<file path="src/rtl/hdr_pkg.sv">
package hdr_pkg;
   // Classification of one host strobe cycle
   typedef enum logic [1:0] {
      HA_IDLE    = 2'd0,
      HA_STATUS  = 2'd1,
      HA_DATA    = 2'd2,
      HA_BLOCKED = 2'd3
   } host_act_e;
endpackage

</file>
<file path="src/rtl/hdr_decode.sv">
module hdr_decode
   import hdr_pkg::*;
(
   input  logic      host_rd,
   input  logic      host_wr,
   input  logic      host_sel,
   input  logic      core_wr,
   input  logic      core_take,
   output host_act_e act,
   output logic      data_write
);
   always_comb begin
      if (!(host_rd || host_wr))       act = HA_IDLE;
      else if (!host_sel)              act = HA_STATUS;
      else if (core_wr || core_take)   act = HA_BLOCKED;
      else                             act = HA_DATA;
      data_write = (act == HA_DATA) && host_wr;
   end
endmodule

</file>
<file path="src/rtl/hdr_flags.sv">
module hdr_flags
   import hdr_pkg::*;
(
   input  logic      clk,
   input  logic      rst_n,
   input  host_act_e act,
   input  logic      byte_mode,
   input  logic      core_wr,
   input  logic      core_take,
   output logic      phase,
   output logic      req
);
   always_ff @(posedge clk) begin
      if (!rst_n) begin
         phase <= 1'b0;
         req   <= 1'b0;
      end else if (core_wr || core_take) begin
         req <= 1'b1;
      end else if (act == HA_DATA) begin
         if (byte_mode) begin
            req <= 1'b0;
         end else if (!phase) begin
            phase <= 1'b1;
         end else begin
            phase <= 1'b0;
            req   <= 1'b0;
         end
      end
   end

   AST_REQ_AFTER_CORE: assert property (@(posedge clk) disable iff (!rst_n)
      (core_wr || core_take) |=> req);

   AST_PHASE_TOGGLE: assert property (@(posedge clk) disable iff (!rst_n)
      (act == HA_DATA && !byte_mode) |=> (phase != $past(phase)));

   AST_REQ_CLR_LAST: assert property (@(posedge clk) disable iff (!rst_n)
      (act == HA_DATA && (byte_mode || phase)) |=> !req);

   AST_BYTE_PHASE_HOLD: assert property (@(posedge clk) disable iff (!rst_n)
      (act == HA_DATA && byte_mode) |=> $stable(phase));
endmodule

</file>
<file path="src/rtl/hdr_store.sv">
module hdr_store #(
   parameter int DATA_W = 16,
   parameter int BYTE_W = 8,
   localparam int LANES  = DATA_W / BYTE_W,
   localparam int LANE_W = (LANES > 1) ? $clog2(LANES) : 1
) (
   input  logic              clk,
   input  logic              rst_n,
   input  logic              core_wr,
   input  logic [DATA_W-1:0] core_wdata,
   input  logic              host_wr_en,
   input  logic [LANE_W-1:0] lane_sel,
   input  logic [BYTE_W-1:0] host_wdata,
   output logic [DATA_W-1:0] data_q
);
   for (genvar g = 0; g < LANES; g++) begin : g_lane
      always_ff @(posedge clk) begin
         if (!rst_n)
            data_q[g*BYTE_W +: BYTE_W] <= '0;
         else if (core_wr)
            data_q[g*BYTE_W +: BYTE_W] <= core_wdata[g*BYTE_W +: BYTE_W];
         else if (host_wr_en && (lane_sel == LANE_W'(g)))
            data_q[g*BYTE_W +: BYTE_W] <= host_wdata;
      end
   end

   AST_CORE_LOAD: assert property (@(posedge clk) disable iff (!rst_n)
      core_wr |=> (data_q == $past(core_wdata)));

   AST_HIGH_KEEP: assert property (@(posedge clk) disable iff (!rst_n)
      (host_wr_en && lane_sel == '0 && !core_wr)
         |=> $stable(data_q[DATA_W-1:BYTE_W]));
endmodule

</file>
<file path="src/rtl/hdr_port.sv">
module hdr_port
   import hdr_pkg::*;
#(
   parameter int DATA_W    = 16,
   parameter int BYTE_W    = 8,
   parameter int STAT_W    = 16,
   parameter int REQ_POS   = 15,
   parameter int WID_POS   = 11,
   parameter int PHASE_POS = 10
) (
   input  logic              clk,
   input  logic              rst_n,
   input  logic              host_rd,
   input  logic              host_wr,
   input  logic              host_sel,
   input  logic [BYTE_W-1:0] host_wdata,
   output logic [BYTE_W-1:0] host_rdata,
   input  logic              byte_mode,
   input  logic              core_wr,
   input  logic [DATA_W-1:0] core_wdata,
   input  logic              core_take,
   output logic [DATA_W-1:0] core_rdata,
   output logic              req_flag,
   output logic              phase_flag
);
   localparam int LANES     = DATA_W / BYTE_W;
   localparam int LANE_W    = (LANES > 1) ? $clog2(LANES) : 1;
   localparam int STAT_BASE = STAT_W - BYTE_W;

   // Elaboration-time parameter checks
   if (DATA_W != 2 * BYTE_W) begin : g_bad_width
      $error("hdr_port: DATA_W must be twice BYTE_W");
   end
   if (REQ_POS < STAT_BASE || WID_POS < STAT_BASE || PHASE_POS < STAT_BASE ||
       REQ_POS >= STAT_W || WID_POS >= STAT_W || PHASE_POS >= STAT_W) begin : g_bad_pos
      $error("hdr_port: status bits must sit in the host-visible byte");
   end
   if (REQ_POS == WID_POS || REQ_POS == PHASE_POS || WID_POS == PHASE_POS) begin : g_bad_dup
      $error("hdr_port: status bit positions must differ");
   end

   host_act_e         act;
   logic              data_write;
   logic              phase;
   logic              req;
   logic [LANE_W-1:0] lane_sel;
   logic [DATA_W-1:0] data_q;
   logic [BYTE_W-1:0] lane_bytes [LANES];
   logic [BYTE_W-1:0] status_hi;

   hdr_decode u_decode (
      .host_rd    (host_rd),
      .host_wr    (host_wr),
      .host_sel   (host_sel),
      .core_wr    (core_wr),
      .core_take  (core_take),
      .act        (act),
      .data_write (data_write)
   );

   hdr_flags u_flags (
      .clk       (clk),
      .rst_n     (rst_n),
      .act       (act),
      .byte_mode (byte_mode),
      .core_wr   (core_wr),
      .core_take (core_take),
      .phase     (phase),
      .req       (req)
   );

   // Byte mode always targets lane 0; word mode follows the phase flag
   assign lane_sel = byte_mode ? '0 : LANE_W'(phase);

   hdr_store #(
      .DATA_W (DATA_W),
      .BYTE_W (BYTE_W)
   ) u_store (
      .clk        (clk),
      .rst_n      (rst_n),
      .core_wr    (core_wr),
      .core_wdata (core_wdata),
      .host_wr_en (data_write),
      .lane_sel   (lane_sel),
      .host_wdata (host_wdata),
      .data_q     (data_q)
   );

   for (genvar g = 0; g < LANES; g++) begin : g_rd_lane
      assign lane_bytes[g] = data_q[g*BYTE_W +: BYTE_W];
   end

   always_comb begin
      status_hi                        = '0;
      status_hi[REQ_POS - STAT_BASE]   = req;
      status_hi[WID_POS - STAT_BASE]   = byte_mode;
      status_hi[PHASE_POS - STAT_BASE] = phase;
   end

   assign host_rdata = host_sel ? lane_bytes[lane_sel] : status_hi;
   assign core_rdata = data_q;
   assign req_flag   = req;
   assign phase_flag = phase;

   AST_STATUS_NOP: assert property (@(posedge clk) disable iff (!rst_n)
      (act == HA_STATUS && !core_wr && !core_take)
         |=> ($stable(data_q) && $stable(phase) && $stable(req)));

   AST_BLOCKED_NOP: assert property (@(posedge clk) disable iff (!rst_n)
      (act == HA_BLOCKED && core_take && !core_wr)
         |=> ($stable(data_q) && $stable(phase)));
endmodule

</file>
<file path="config.mk">
export PLATFORM = sky130hd
export DESIGN_NAME = hdr_port
export DESIGN_NICKNAME = d
export VERILOG_FILES = /design/src/rtl/hdr_pkg.sv /design/src/rtl/hdr_decode.sv /design/src/rtl/hdr_flags.sv /design/src/rtl/hdr_store.sv /design/src/rtl/hdr_port.sv
export SDC_FILE = /design/constraint.sdc
export NUM_CORES = 1
export LEC_CHECK = 0
export CAP_MARGIN = 30
export CELL_PAD_IN_SITES_DETAIL_PLACEMENT = 0
export CELL_PAD_IN_SITES_GLOBAL_PLACEMENT = 1
export CORE_UTILIZATION = 26
export CTS_BUF_LIST = sky130_fd_sc_hd__clkbuf_8
export CTS_CLUSTER_SIZE = 28
export DETAILED_ROUTE_END_ITERATION = 6
export GPL_TIMING_DRIVEN = 0
export PLACE_DENSITY = 0.91
export SLEW_MARGIN = 20
export SYNTH_ARGS = -nofsm -noshare
export SYNTH_HDL_FRONTEND = slang
export SYNTH_SLANG_ARGS = --single-unit
</file>
<file path="constraint.sdc">
create_clock -name clk -period 1.8 [get_ports clk]
set_clock_uncertainty 0.2 [all_clocks]
set_input_delay 0.45 -clock clk [delete_from_list [all_inputs] [get_ports clk]]
set_output_delay 0.45 -clock clk [all_outputs]
set_load 0.02 [all_outputs]
</file>
# [Yosys cells after proc, flatten, opt, wreduce, memory -nomap -nowiden]
# Cells that the tools add are included.
[word_totals] reg_bits=18 input_bits=32 output_inout_bits=26 elab_cells=38
[op_classes] order_cmp=1 eq_ne=1 muxes=17 n_bitwise=4 n_reduce_logical=11
[ops] operator="2-to-1 mux 8 bit" n=8
[ops] operator="2-to-1 mux 1 bit" n=7
[ops] operator="nonzero test 2 bit" n=3
[ops] operator="2-to-1 mux 2 bit" n=2
[ops] operator="logical AND 1 bit" n=3
[ops] operator="NOT 1 bit" n=3
[ops] operator="AND reduction 3 bit" n=1
[ops] operator="nonzero test 3 bit" n=1
[ops] operator="== test 2 bit (second input constant)" n=1
[ops] operator="greater-or-equal comparator 2 bit (second input constant)" n=1
[ops] operator="logical OR 1 bit" n=2
[ops] operator="NOT 1 -> 2 bit" n=1
[ops] operator="AND reduction 2 bit" n=1

# [Depth between registers and ports, before layout]
[logic_depth] depth_word=9 depth_mapped=5 depth_no_buf=3

# [By module]
# Synthesis repeated with hierarchy kept, for this count alone.
[hier_totals] hier_cells=119 hier_area_um2=1111.1
[by_module_without_submodules] module="hdr_store" instances=1 cells_each=73 area_each_um2=790.8 seq_area_each_um2=320.3
[by_module_without_submodules] module="hdr_port" instances=1 cells_each=30 area_each_um2=180.2 seq_area_each_um2=0.0
[by_module_without_submodules] module="hdr_flags" instances=1 cells_each=11 area_each_um2=115.1 seq_area_each_um2=40.0
[by_module_without_submodules] module="hdr_decode" instances=1 cells_each=5 area_each_um2=25.0 seq_area_each_um2=0.0

# [Worst setup path before layout]
# No wires, ideal clock.
[synth_path] path_type="register to output" start="register u_flags.phase" end="output port host_rdata[0]" t_arrival_ns=1.567 t_required_ns=1.150 slack_ns=-0.417 path_stages_with_launch=5 n_path_buf=1 cell_sequence="dfxtp_1 -> nor2b_1 -> buf_2 -> nand2_1 -> a21boi_0"
[synth_between] elab_chain_len=6
[synth_rtl] item="start: declaration" line="hdr_flags.sv:10" text="output logic phase,"
[synth_rtl] item="start signal: assignment" line="hdr_flags.sv:15" text="phase <= 1'b0;"
[synth_rtl] item="start signal: assignment" line="hdr_flags.sv:23" text="phase <= 1'b1;"
[synth_rtl] item="start signal: assignment" line="hdr_flags.sv:25" text="phase <= 1'b0;"
[synth_rtl] item="2-to-1 mux 1 bit" line="hdr_port.sv:73" text="assign lane_sel = byte_mode ? '0 : LANE_W'(phase);"
[synth_rtl] item="NOT 1 -> 2 bit (not written as such)" line="hdr_port.sv:100" text="assign host_rdata = host_sel ? lane_bytes[lane_sel] : status_hi;"
[synth_rtl] item="2-to-1 mux 8 bit (not written as such) (3 in series)" line="hdr_port.sv:100"
[synth_rtl] item="2-to-1 mux 8 bit" line="hdr_port.sv:100"
[synth_rtl] item="end: declaration" line="hdr_port.sv:17" text="output logic [BYTE_W-1:0] host_rdata,"
# No other way between the ends. The select of a mux whose other input is x is not followed.

# [Worst setup path after layout]
[layout_path] start="register u_flags.phase" end="output port host_rdata[7]"
# The elaborated chain is that of the path after synthesis.

==> impl_metrics.py <==
metrics = {
    "run_status": {
        "status": "finished, violations left",
        "violations": "setup timing",
    },
    "clocking": {
        "htreeDepth": 1,
        "clock_latency_ns": 0.26,
        "cts_tree": "done",
        "numCtsBuffers": 3,
        "cts.sinks": 18,
        "clk_path_buf_depth": 2,
        "path_clk_slew_ns": 0.07,
        "postCtsHoldBufs": 0,
        "clockRootBuffer": "clkbuf_8",
    },
    "floorplan": {
        "ios": 58,
        "fp.dieW_um": 63.4,
        "rows": 21,
        "start_util": 0.283,
        "die_area_sq_um": 4020,
        "core_area_sq_um": 3470,
        "fp.dieH_um": 63.4,
    },
    "synth": {
        "synth_area_sq_um": 981,
        "synth_nets": 167,
        "synthArstFlopShare": 0,
        "ys_seq_area_frac": 0.367,
        "synth.top_cell.area_share": 0.367,
        "synth-main-ff-cell": "dfxtp_1",
        "synth_warnings": 0,
        "synth_edf_count": 0,
        "yosysUniqueCellTypes": 21,
        "synthCells": 135,
        "synthTopCellsByCount": "o21ai_0 (33), a21oi_1 (19), a31oi_1 (19)",
        "synth.avg_cell_area_sq_um": 7.27,
        "synth_seq_cells": 18,
        "synthTopCellsByArea": "dfxtp_1 (37%), o21ai_0 (17%), a31oi_1 (12%)",
        "yosysMostFrequentCell": "o21ai_0",
        "yosys.area.top_type": "dfxtp_1",
    },
    "final_layout": {
        "syn_to_final_growth_pct": 95.9,
        "diodes": 0,
        "finalNetCount": 240,
        "nFillCells": 350,
        "fin_area_sq_um": 1920,
        "layout-drive-gt1-share": 0.261,
    },
    "place": {
        "place_area_sq_um": 1680,
        "io_buffers": 57,
        "hpwl_um": 2460,
        "place.gp.congestion": 0.779,
    },
    "timing": {
        "fin_ws_ns": -0.167,
        "relSlewSlack": 0.722,
        "timing_hold_violations_final": 0,
        "layout_worst_path_cycle_share": 1.09,
        "worst_slew_pin_slew_ns": 0.418,
        "period_needed_ns": 1.97,
        "rsz0062_at_grt": "true",
        "setup_viol": 8,
        "max_clock_freq_mhz": 508,
        "drv_slew": 0,
        "whs_ns": 0.283,
    },
    "worst_setup_path": {
        "path_cells": "nor2b_4 > buf_6 > nand2_4 > a31oi_4 > buf_6",
        "critPathMaxFanout": 5,
        "cp-start-kind": "register",
        "end_kind": "primary output",
        "cp_top_family": "flip-flops",
        "cp_num_buf_inv": 2,
        "cp.required_ns": 1.15,
        "criticalPathCategory": "reg -> out",
        "worstPathArrival_ns": 1.32,
        "path_common_cell": "buf_6",
        "slowest_delay_ns": 0.38,
        "cp_slowest_cell": "dfxtp_4",
    },
    "drt": {
        "drt-pass1-iter-count": 4,
        "drc": 0,
        "drt_iter0_drc": 34,
        "ant_nets": 0,
        "routed_wl_um": 3740,
        "via_per_inst": 5.13,
        "post_drt_wl_per_cell_um": 14.8,
        "vias": 1298,
    },
    "power_and_ir_drop": {
        "p_leak_nw": 0.813,
        "swShare": 0.295,
        "peakVddDrop_mv": 0.483,
        "switching_power_mw": 0.332,
        "internal_power_mw": 0.792,
        "clockPowerShare": 0.305,
        "p_seq_frac": 0.397,
        "p_comb_frac": 0.298,
        "power_density_nw_per_um2": 585,
    },
    "grt": {
        "grt.total_usage": 0.194,
        "antenna_found_initial": 0,
        "grt_pass1_vias": 1321,
        "grt_max_degree": 11,
        "overflow": 0,
        "grt_first_pass_wirelength_um": 6130,
    },
    "worst_hold_path": {
        "hp-class": "in -> reg",
    },
    "flow_run": {
        "maxCapViolCount": 0,
    },
}
placed cells by master (no fill, tap or decap), types with 3 or more instances in the layout:
cell             instances
clkbuf_8                 7
o21ai_0                 30
nor2_1                   3
buf_4                   13
buf_6                    9
dfxtp_1                 17
a21boi_2                 3
nand2_1                  8
nand2_2                  4
inv_1                    4
o21ai_1                  4
clkdlybuf4s50_1         27
a21oi_1                 18
a31oi_1                 17
dlygate4sd2_1           18
layout make-up:
| class | count | area (sq um) | share of cell area |
|---|---|---|---|
| buffer | 11 | 109 | 0.0566 |
| clock buffer | 4 | 55.1 | 0.0286 |
| inverter | 4 | 15.0 | 0.00781 |
| multi-input combinational | 101 | 674 | 0.351 |
| sequential | 18 | 364 | 0.189 |
| tap | 46 | 57.6 | 0.0299 |
| timing repair buffer | 69 | 647 | 0.337 |
path summary, 6_finish.rpt:
check	start	endpoint	slack [ns]	cells after the start
hold / removal	byte_mode	u_flags.phase$_SDFFE_PN0P_	0.28	3
setup / recovery	u_flags.phase$_SDFFE_PN0P_	host_rdata[7]	-0.17	5
hold reg to reg	u_store.data_q[5]$_SDFFE_PN0P_	u_store.data_q[5]$_SDFFE_PN0P_	0.29	2
setup reg to reg	u_flags.phase$_SDFFE_PN0P_	u_store.data_q[14]$_SDFFE_PN0P_	0.25	6
cell families (layout without fill, tap and decap cells):
group | count (synthesis) | count (layout) | synth area share
flip-flops | 18 | 18 | 0.367
AND/OR/NAND/NOR | 22 | 22 | 0.115
AO/OA/AOI/OAI | 79 | 79 | 0.446
buffers and inverters | 16 | 88 | 0.0714
what timing repair did:
| item | CTS | global route |
|---|---|---|
| gates cloned | 3 | 0 |
| setup endpoints to repair | 41 | 25 |
| gates resized for setup | 101 | 10 |
| pin swaps | 9 | 1 |
| setup buffers | 7 | 2 |
power by group through the flow:
stage	Combinational (mW)	Sequential, mW	Clock, mW
finish	0.335	0.446	0.342
global route	0.359	0.451	0.351
CTS	0.329	0.446	0.340
detailed placement	0.322	0.455	0
global placement	0.322	0.455	0
floorplan	0.114	0.486	0
per-layer routing:
layer | share of wire | GRT usage | vias to the layer above
li1 | - | - | 644
met2 | 0.47 | 0.318 | 56
met4 | 0.010 | 0.0426 | 0
met1 | 0.45 | 0.251 | 591
met3 | 0.070 | 0.0525 | 7
met5 | 0 | 0 | -
tightest hold or removal path, cell delays in order:
cell and delay, ns:
buf_6 0.10, or4b_1 0.10, a21oi_1 0.05
state kept, by name, summed over array words and instances (netlist names):
name / cells
u_store.data_q: 16
u_flags.phase: 1
u_flags.req: 1
through the flow:
stage,power (mW),setup WS [ns],cells,TNS [ns],utilization
after global placement,0.777,-1.35,238,-17.01,0.484
after detailed placement,0.777,-1.34,238,-17.17,0.484
after global routing,1.16,-0.203,253,-1.34,0.554
after CTS,1.12,-0.169,251,-1.10,0.542
after floorplan,0.600,0.0105,135,0,-
final,1.12,-0.167,253,-1.03,0.554
(Power assumes the default switching activity.)
